**config.mk**
```make
export PLATFORM = sky130hd
export DESIGN_NAME = tx_line_monitor
export DESIGN_NICKNAME = d
export VERILOG_FILES = /design/src/rtl/tlm_pkg.sv /design/src/rtl/tlm_debounce.sv /design/src/rtl/tlm_mark_window.sv /design/src/rtl/tlm_space_count.sv /design/src/rtl/tx_line_monitor.sv
export SDC_FILE = /design/constraint.sdc
export NUM_CORES = 1
export LEC_CHECK = 0
export CAP_MARGIN = 20
export CORE_ASPECT_RATIO = 0.75
export CORE_MARGIN = 2
export CORE_UTILIZATION = 55
export CTS_BUF_LIST = sky130_fd_sc_hd__clkbuf_2
export DETAILED_ROUTE_END_ITERATION = 10
export DONT_BUFFER_PORTS = 1
export PLACE_DENSITY = 0.7
export RECOVER_POWER = 25
export SETUP_SLACK_MARGIN = 0.05
export SLEW_MARGIN = 10
export SYNTH_ARGS = -nofsm -noshare
export SYNTH_HDL_FRONTEND = slang
export SYNTH_SLANG_ARGS = --single-unit
```
**constraint.sdc**
```tcl
create_clock -name clk -period 2.1 [get_ports clk]
set_input_delay 0.42 -clock clk [delete_from_list [all_inputs] [get_ports clk]]
set_output_delay 0.42 -clock clk [all_outputs]
set_load 0.02 [all_outputs]
```
**src/rtl/tlm_pkg.sv**
```systemverilog
package tlm_pkg;
  // Sources watched by the monitor, in debounce-bank order.
  typedef enum int unsigned {
    SRC_POS = 0,
    SRC_NEG = 1,
    SRC_GND = 2
  } src_e;

  localparam int unsigned NUM_RAIL = 2;
  localparam int unsigned NUM_SRC  = 3;

  // Width of a counter that must hold values 0..max_val.
  function automatic int unsigned cnt_width(int unsigned max_val);
    return (max_val < 2) ? 1 : $clog2(max_val + 1);
  endfunction
endpackage

```
**src/rtl/tlm_debounce.sv**
```systemverilog
// Output follows the input only after LEN consecutive samples that differ
// from the current output.
module tlm_debounce #(
  parameter int unsigned LEN = 15
) (
  input  logic clk,
  input  logic rst_n,
  input  logic din,
  output logic q
);
  localparam int unsigned CW = tlm_pkg::cnt_width(LEN);

  logic [CW-1:0] run;

  always_ff @(posedge clk or negedge rst_n) begin
    if (!rst_n) begin
      run <= '0;
      q   <= 1'b0;
    end else if (din == q) begin
      run <= '0;
    end else if (run == CW'(LEN - 1)) begin
      run <= '0;
      q   <= din;
    end else begin
      run <= run + 1'b1;
    end
  end
endmodule

```
**src/rtl/tlm_mark_window.sv**
```systemverilog
// Remembers whether any filtered rail was high within the current bit period.
module tlm_mark_window #(
  parameter int unsigned RAILS = 2
) (
  input  logic             clk,
  input  logic             rst_n,
  input  logic             bit_stb,
  input  logic             clr,
  input  logic [RAILS-1:0] rail_q,
  output logic             mark_in_bit
);
  logic seen;
  logic any_rail;

  assign any_rail    = |rail_q;
  assign mark_in_bit = seen | any_rail;

  always_ff @(posedge clk or negedge rst_n) begin
    if (!rst_n)               seen <= 1'b0;
    else if (clr || bit_stb)  seen <= 1'b0;
    else if (any_rail)        seen <= 1'b1;
  end
endmodule

```
**src/rtl/tlm_space_count.sv**
```systemverilog
// Saturating count of mark-free bit periods with a latched silence flag.
module tlm_space_count #(
  parameter int unsigned LIMIT = 63,
  localparam int unsigned CW   = tlm_pkg::cnt_width(LIMIT)
) (
  input  logic          clk,
  input  logic          rst_n,
  input  logic          bit_stb,
  input  logic          clr,
  input  logic          mark_in_bit,
  output logic          silent,
  output logic [CW-1:0] count
);
  always_ff @(posedge clk or negedge rst_n) begin
    if (!rst_n) begin
      count  <= '0;
      silent <= 1'b0;
    end else if (clr) begin
      count  <= '0;
      silent <= 1'b0;
    end else if (bit_stb) begin
      if (mark_in_bit) begin
        count  <= '0;
        silent <= 1'b0;
      end else begin
        if (count < CW'(LIMIT)) count <= count + 1'b1;
        if (count >= CW'(LIMIT - 1)) silent <= 1'b1;
      end
    end
  end
endmodule

```
**src/rtl/tx_line_monitor.sv**
```systemverilog
module tx_line_monitor #(
  parameter int unsigned SPACE_LIMIT   = 63,
  parameter int unsigned RAIL_FILT_CYC = 15,
  parameter int unsigned GND_FILT_CYC  = 15
) (
  input  logic clk,
  input  logic rst_n,
  input  logic bit_stb,
  input  logic mark_pos,
  input  logic mark_neg,
  input  logic gnd_fault,
  input  logic clr_cmd,
  output logic alarm
);
  import tlm_pkg::*;

  localparam int unsigned CNT_W = cnt_width(SPACE_LIMIT);

  logic [NUM_SRC-1:0] src_raw;
  logic [NUM_SRC-1:0] src_q;
  logic               mark_in_bit;
  logic               silent;
  logic               gnd_q;
  logic [CNT_W-1:0]   space_cnt;

  assign src_raw[SRC_POS] = mark_pos;
  assign src_raw[SRC_NEG] = mark_neg;
  assign src_raw[SRC_GND] = gnd_fault;

  for (genvar s = 0; s < NUM_SRC; s++) begin : g_filt
    localparam int unsigned LEN = (s == SRC_GND) ? GND_FILT_CYC : RAIL_FILT_CYC;
    tlm_debounce #(.LEN(LEN)) u_deb (
      .clk  (clk),
      .rst_n(rst_n),
      .din  (src_raw[s]),
      .q    (src_q[s])
    );
  end

  assign gnd_q = src_q[SRC_GND];

  tlm_mark_window #(.RAILS(NUM_RAIL)) u_win (
    .clk        (clk),
    .rst_n      (rst_n),
    .bit_stb    (bit_stb),
    .clr        (clr_cmd),
    .rail_q     (src_q[NUM_RAIL-1:0]),
    .mark_in_bit(mark_in_bit)
  );

  tlm_space_count #(.LIMIT(SPACE_LIMIT)) u_cnt (
    .clk        (clk),
    .rst_n      (rst_n),
    .bit_stb    (bit_stb),
    .clr        (clr_cmd),
    .mark_in_bit(mark_in_bit),
    .silent     (silent),
    .count      (space_cnt)
  );

  assign alarm = silent | gnd_q;
endmodule

```
==> results of run 1 <==
## state kept, by name, indices dropped and copies added, names as in the netlist
register and cells:
g_filt.u_deb.q 3, u_cnt.count 6, u_cnt.silent 1, u_win.seen 1
g_filt.u_deb.run 12
## cell families (layout without fill, tap and decap cells)
family	Yosys count	in the layout	share of synthesized area [%]
and+or+nand+nor	39	39	17.8
muxes	5	5	4.72
xor gates and xnor gates	9	9	6.92
AOI/OAI and AO/OA	11	11	8.67
DFF	23	23	50.5
buffers and inverters	8	14	2.63
adders and majority gates	8	8	8.78
## worst max-delay path by stage
stage | startpoint | endpoint | slack, ns
2_1_floorplan | u_cnt.count[0] | u_cnt.count[3] | 0.83
3_3_place_gp | u_cnt.count[1] | u_cnt.count[2] | 0.75
3_5_place_dp | u_cnt.count[1] | u_cnt.count[2] | 0.72
4_1_cts | g_filt[2].u_deb.q | alarm | 0.51
5_1_grt | g_filt[2].u_deb.q | alarm | 0.44
6_report | g_filt[2].u_deb.q | alarm | 0.53
## power groups by stage
stage / Clock [mW] / Sequential [mW] / Combinational, mW
finish: 0.181 / 0.510 / 0.0907
global route: 0.217 / 0.517 / 0.107
CTS: 0.189 / 0.511 / 0.0895
detailed placement: 0 / 0.519 / 0.0789
global placement: 0 / 0.516 / 0.0778
floorplan: 0 / 0.511 / 0.0685
## per-stage QoR
step	hold WS, ns	util [%]	setup slack (ns)	cell area, µm²	total power [mW]
floorplan	0.124	-	0.829	1140	0.579
global placement	0.125	59.1	0.746	1170	0.594
detailed placement	0.125	59.1	0.716	1170	0.598
CTS	0.184	60.6	0.508	1200	0.789
global route	0.143	61.4	0.441	1210	0.840
finish	0.202	61.4	0.532	1210	0.781
## layout by cell type, fill, tap and decap left out, types with 2 or more instances in the layout
cell / n
xor2_1: 6
nand2_1: 4
ha_1: 8
mux2i_1: 2
nor2_1: 15
nand3_1: 6
nor3_1: 5
nor4_1: 2
dfrtp_1: 23
xnor2_1: 3
clkbuf_2: 3
inv_1: 8
mux2_2: 3
## cell type report
cell class / instances / share of cell area (%)
Clock buffer: 3 / 1.24
Clock inverter: 1 / 0.412
Inverter: 8 / 2.47
Multi-Input combinational cell: 72 / 44.0
Sequential cell: 23 / 47.4
Tap cell: 24 / 2.47
Timing Repair Buffer: 2 / 2.06
## what timing repair did
| item | CTS | global route |
|---|---|---|
| hold buffers | 1 | 0 |
| setup endpoints to repair | 0 | 0 |
| hold endpoints to repair | 23 | 0 |
## metal layers
| layer | up-vias | global-route usage [%] | share of wire (%) |
|---|---|---|---|
| met2 | 16 | 26.7 | 44 |
| met4 | 0 | 7.14 | 1.6 |
| met3 | 4 | 6.87 | 6.4 |
| met1 | 341 | 23.8 | 48 |
| li1 | 375 | - | - |
| met5 | - | 0 | 0 |
==> impl_results.md, run 1 <==
* Worst setup EP type: primary output
* Synthesis-stage register bit count at 23
* Pwr/cell area at 643 nW/µm²
* H-tree depth at 1
* Mapped cell area at 1140 µm²
* Worst path depth at 1
* First DRT Iteration DRCs at 22
* Commonest cells post-synth: dfrtp_1, nor2_1, ha_1, inv_1
* Relative slew slack at 66.0%
* Internal power at 0.561 mW
* Synth top area cells: dfrtp_1, ha_1, nor2_1, xor2_1, mux2_2
* Layout Skew at 0.00144 ns
* Largest net degree at the start of global routing at 24
* Max incr delay on CP at 0.45 ns
* Tmin final at 1.57 ns
* HPWL Detailed at 1.30 mm
* Sequential fraction of design power at 65.3%
* Via Count at 736
* GRT Overall Usage at 17.9%
* Die area at 2460 µm²
* CTS Sinks at 23
* R2r setup slk at 0.68 ns
* GPL Wtd Cong at 0.902
* Top delay family on crit path: flip-flops
* Core ar. at 1980 µm²
* R2R cell count at 4
* Gate power share at 11.6%
* Hold Crit Depth at 1
* Worst IR drop on VDD at 439 µV
* Slew Limit Fails at 0
* Final global-route overflow total at 0
* Syn Inst Count at 103
* CTS resizes at 0
* I/O Pins at 8
* Sw Pwr at 0.221 mW
* Fill count at 158
* Max Cap Violations at 0
* Post-synth top flop: dfrtp_1
* Clock share of power at 23.1%
* WS Path Type: reg2out
* Asr flop ratio synth at 100%
* Final-stage net count at 125
* CTS Buf Count at 3
* Synth top area share at 50.5%
* Final setup viols at 0
* Antenna Diode Count at 0
* DR pass1 iterations at 4
* Hold Vio Cnt, Final at 0
* P_leak at 0.542 nW
* First-pass GRT wire length at 3.24 mm
* DRC at 0
* Reg2Reg Capture Point: u_cnt.count[2]
* Hold EP: g_filt[2].u_deb.q
* Worst path cell trace: or2_2
* Port Buf Inserts at 0
* TritonCTS clock tree: done
* Antenna violations before repair at 0
* Crit path buf inv count at 0
* Hold Crit Start: gnd_fault
* Longest Clk Path Bufs at 2
* CP Max Fanout at 3
* Routed Antenna Nets at 0
* Row count at 14
* Critical Path RT at 1.68 ns
* Register area at 576 µm²
* Syn. warnings at 0
* Setup TNS at 0 ns
* Layout area overhead at 6.59%
* HP Class: in2reg
* Worst slew pin tran at 0.508 ns
* Initial core utilization at 57.6%
* Layout Cells excl Fill at 133
* Sw Share at 28.2%
* Root Driver: clkbuf_2
* Via-per-instance ratio at 5.53
* Most common cell in the synthesized netlist: dfrtp_1
* Clk Latency, worst-skew pair at 0.34 ns
* Multi-input logic area at 534 µm²
* Post-synthesis sequential area ratio at 50.5%
* Worst r2r src: u_cnt.count[1]
* WL per Instance at 13.5 µm
* EDFF count, synth at 0
* Final period util at 74.7%
* Slowest CP cell: dfrtp_1
* Post-Syn Nets at 118
* RSZ-0062 raised after global routing: no
* Arrival @ worst endpoint at 1.15 ns
* Vias in the first global route at 701
* Die Y at 43.4 µm
* Yosys cell types at 30
* Fmax at 638 MHz
* Yosys top cell by area: dfrtp_1
* Outcome: finished clean
* Syn Area/Cell at 11.1 µm²
* Critical Path Start Type: flop
* Die width at 56.6 µm
* # placed instances at 127
* Postcts setup bufs at 0
* Clock Pin Slew Worst Setup and Hold Paths at 0.22 ns
* Final WL at 1.79 mm
* Share of layout cells above drive strength 1 at 11.9%
No activity file was read; power rests on OpenSTA's default activity.
==> run 2, diff against run 1 <==
==> constraint.sdc (replaced) <==
create_clock -name clk -period 1.6 [get_ports clk]
set_input_delay 0.32 -clock clk [delete_from_list [all_inputs] [get_ports clk]]
set_output_delay 0.32 -clock clk [all_outputs]
set_load 0.02 [all_outputs]
==> run 2 against run 1 <==
Design area fell by 0.21%; clock-buffer cell count stayed put; cell count did not move; largest cell class unchanged; largest power group unchanged.
==> impl_results.md, run 2 (same netlist as run 1, synthesis figures left out) <==
* CP Max Fanout at 3
* Worst r2r src: u_cnt.count[1]
* Crit path capture: alarm
* Die area at 2460 µm²
* Port Buf Inserts at 0
* Antenna Diode Count at 0
* Antenna violations before repair at 0
* Top delay family on crit path: flip-flops
* Sequential fraction of design power at 65.6%
* CTS Sinks at 23
* GPL Wtd Cong at 0.902
* Layout Utilization at 61.3%
* Slowest CP cell: dfrtp_1
* I/O Pins at 8
* Hold Crit Depth at 1
* First DRT Iteration DRCs at 34
* Outcome: finished clean
* Tmin final at 1.47 ns
* First-pass GRT wire length at 3.24 mm
* Clock share of power at 22.9%
* Max incr delay on CP at 0.45 ns
* Most common cell after layout, fill and taps aside: dfrtp_1
* R2r setup slk at 0.14 ns
* Largest register FFs at 12
* H-tree depth at 1
* Crit path buf inv count at 0
* Root Driver: clkbuf_2
* CTS Buf Count at 3
* P_leak at 0.548 nW
* Hold Vio Cnt, Final at 0
* Die width at 56.6 µm
* Postcts setup bufs at 0
* Reg with most FFs: g_filt.u_deb.run
* Worst IR drop on VDD at 462 µV
* Register area at 576 µm²
* RSZ-0062 raised after global routing: no
* Sw Share at 28.1%
* WS Path Type: reg2out
* Most frequent cells in the layout: dfrtp_1, nor2_1, inv_1, ha_1
* Worst path depth at 1
* Arrival @ worst endpoint at 1.15 ns
* Clk Latency, worst-skew pair at 0.34 ns
* Final setup viols at 0
* Share of layout cells above drive strength 1 at 11.0%
* Critical Path RT at 1.28 ns
* TritonCTS clock tree: done
* Max Cap Violations at 0
* Vias in the first global route at 726
* Via Count at 747
* Via-per-instance ratio at 5.62
* Slew Limit Fails at 0
* Fmax at 682 MHz
* Worst slew pin tran at 0.754 ns
* Reg2Reg Capture Point: u_cnt.count[2]
* Worst setup EP type: primary output
* Top flop regs: g_filt.u_deb.run x12, u_cnt.count x6, g_filt.u_deb.q x3
* Gate power share at 11.5%
* DR pass1 iterations at 4
* Core ar. at 1980 µm²
* Longest Clk Path Bufs at 2
* DRC at 0
* Layout Skew at 0.00543 ns
* Internal power at 0.735 mW
* Final period util at 91.7%
* Critical Path Start Type: flop
* GRT Overall Usage at 17.8%
* Pwr/cell area at 843 nW/µm²
* R2R cell count at 4
* WL per Instance at 13.5 µm
* Critical Path Start: g_filt[2].u_deb.q
* Sw Pwr at 0.287 mW
* Fill count at 166
* HP Class: in2reg
* Relative slew slack at 49.7%
* Clock Pin Slew Worst Setup and Hold Paths at 0.21 ns
* Tot Pwr at 1.02 mW
* # placed instances at 127
* Worst path cell trace: or2_2
* Setup TNS at 0 ns
* Row count at 14
* HPWL Detailed at 1.29 mm
* Final-stage net count at 125
* Final global-route overflow total at 0
* Routed Antenna Nets at 0
* Final WL at 1.79 mm
* Initial core utilization at 57.6%
* Largest net degree at the start of global routing at 24
* Layout Cells excl Fill at 133
* Multi-input logic area at 534 µm²
* Die Y at 43.4 µm
* Layout area overhead at 6.37%
-- run 2: changes by cell type in the layout (fill, tap and decap cells not counted), sizes merged --
| cell | before | now |
|---|---|---|
| buf | 1 | 0 |
| dlymetal6s4s | 0 | 1 |
-- run 2: how the worst min path moves through the flow --
stage | startpoint | to
2_1_floorplan | rst_n | g_filt[0].u_deb.q
3_3_place_gp | rst_n | g_filt[2].u_deb.run[3]
4_1_cts | gnd_fault | g_filt[2].u_deb.q
5_1_grt | mark_pos | g_filt[0].u_deb.q
6_report | gnd_fault | g_filt[2].u_deb.q
3_5_place_dp | rst_n | g_filt[2].u_deb.run[3]
-- run 2: stage by stage --
step	hold WS [ns]	instance area (µm²)	setup WS, ns
6_report	0.106	1210	0.134
5_1_grt	0.0677	1210	0.0533
4_1_cts	0.0882	1200	0.111
3_5_place_dp	0.0249	1170	0.209
3_3_place_gp	0.0250	1170	0.246
2_1_floorplan	0.0244	1140	0.329
-- run 2: power by group through the flow --
| stage | sequential, mW | clock [mW] | combinational (mW) |
|---|---|---|---|
| CTS | 0.670 | 0.248 | 0.118 |
| floorplan | 0.670 | 0 | 0.0899 |
| global route | 0.678 | 0.271 | 0.139 |
| detailed placement | 0.681 | 0 | 0.104 |
| finish | 0.670 | 0.234 | 0.118 |
| global placement | 0.677 | 0 | 0.102 |
-- run 2: final cells by class --
cell class | instances | area share [%]
well taps | 24 | 2.48
repair buffers | 2 | 1.86
inverters | 8 | 2.48
multi-input cells | 72 | 44.1
clock buffers | 3 | 1.24
flip-flops and latches | 23 | 47.5
clock inverters | 1 | 0.413
-- run 2: worst register-to-register path, cell delays in order (launching register included) --
cell and delay, ns:
dfrtp_1 0.49, ha_1 0.35, inv_1 0.11, nor4_1 0.33
nor3_1 0.09
-- run 2: layer usage --
layer,vias to the layer above,GRT usage (%),part of all wire (%)
li1,372,-,-
met1,347,22.4,48
met2,24,27.9,44
met3,4,6.87,6.5
met4,0,7.14,1.5
met5,-,0,0
-- run 2: what timing repair did --
| item | 4_1_cts | 5_1_grt |
|---|---|---|
| hold endpoints to repair | 23 | 0 |
| hold buffers | 1 | 0 |
| resized for setup | 0 | 0 |
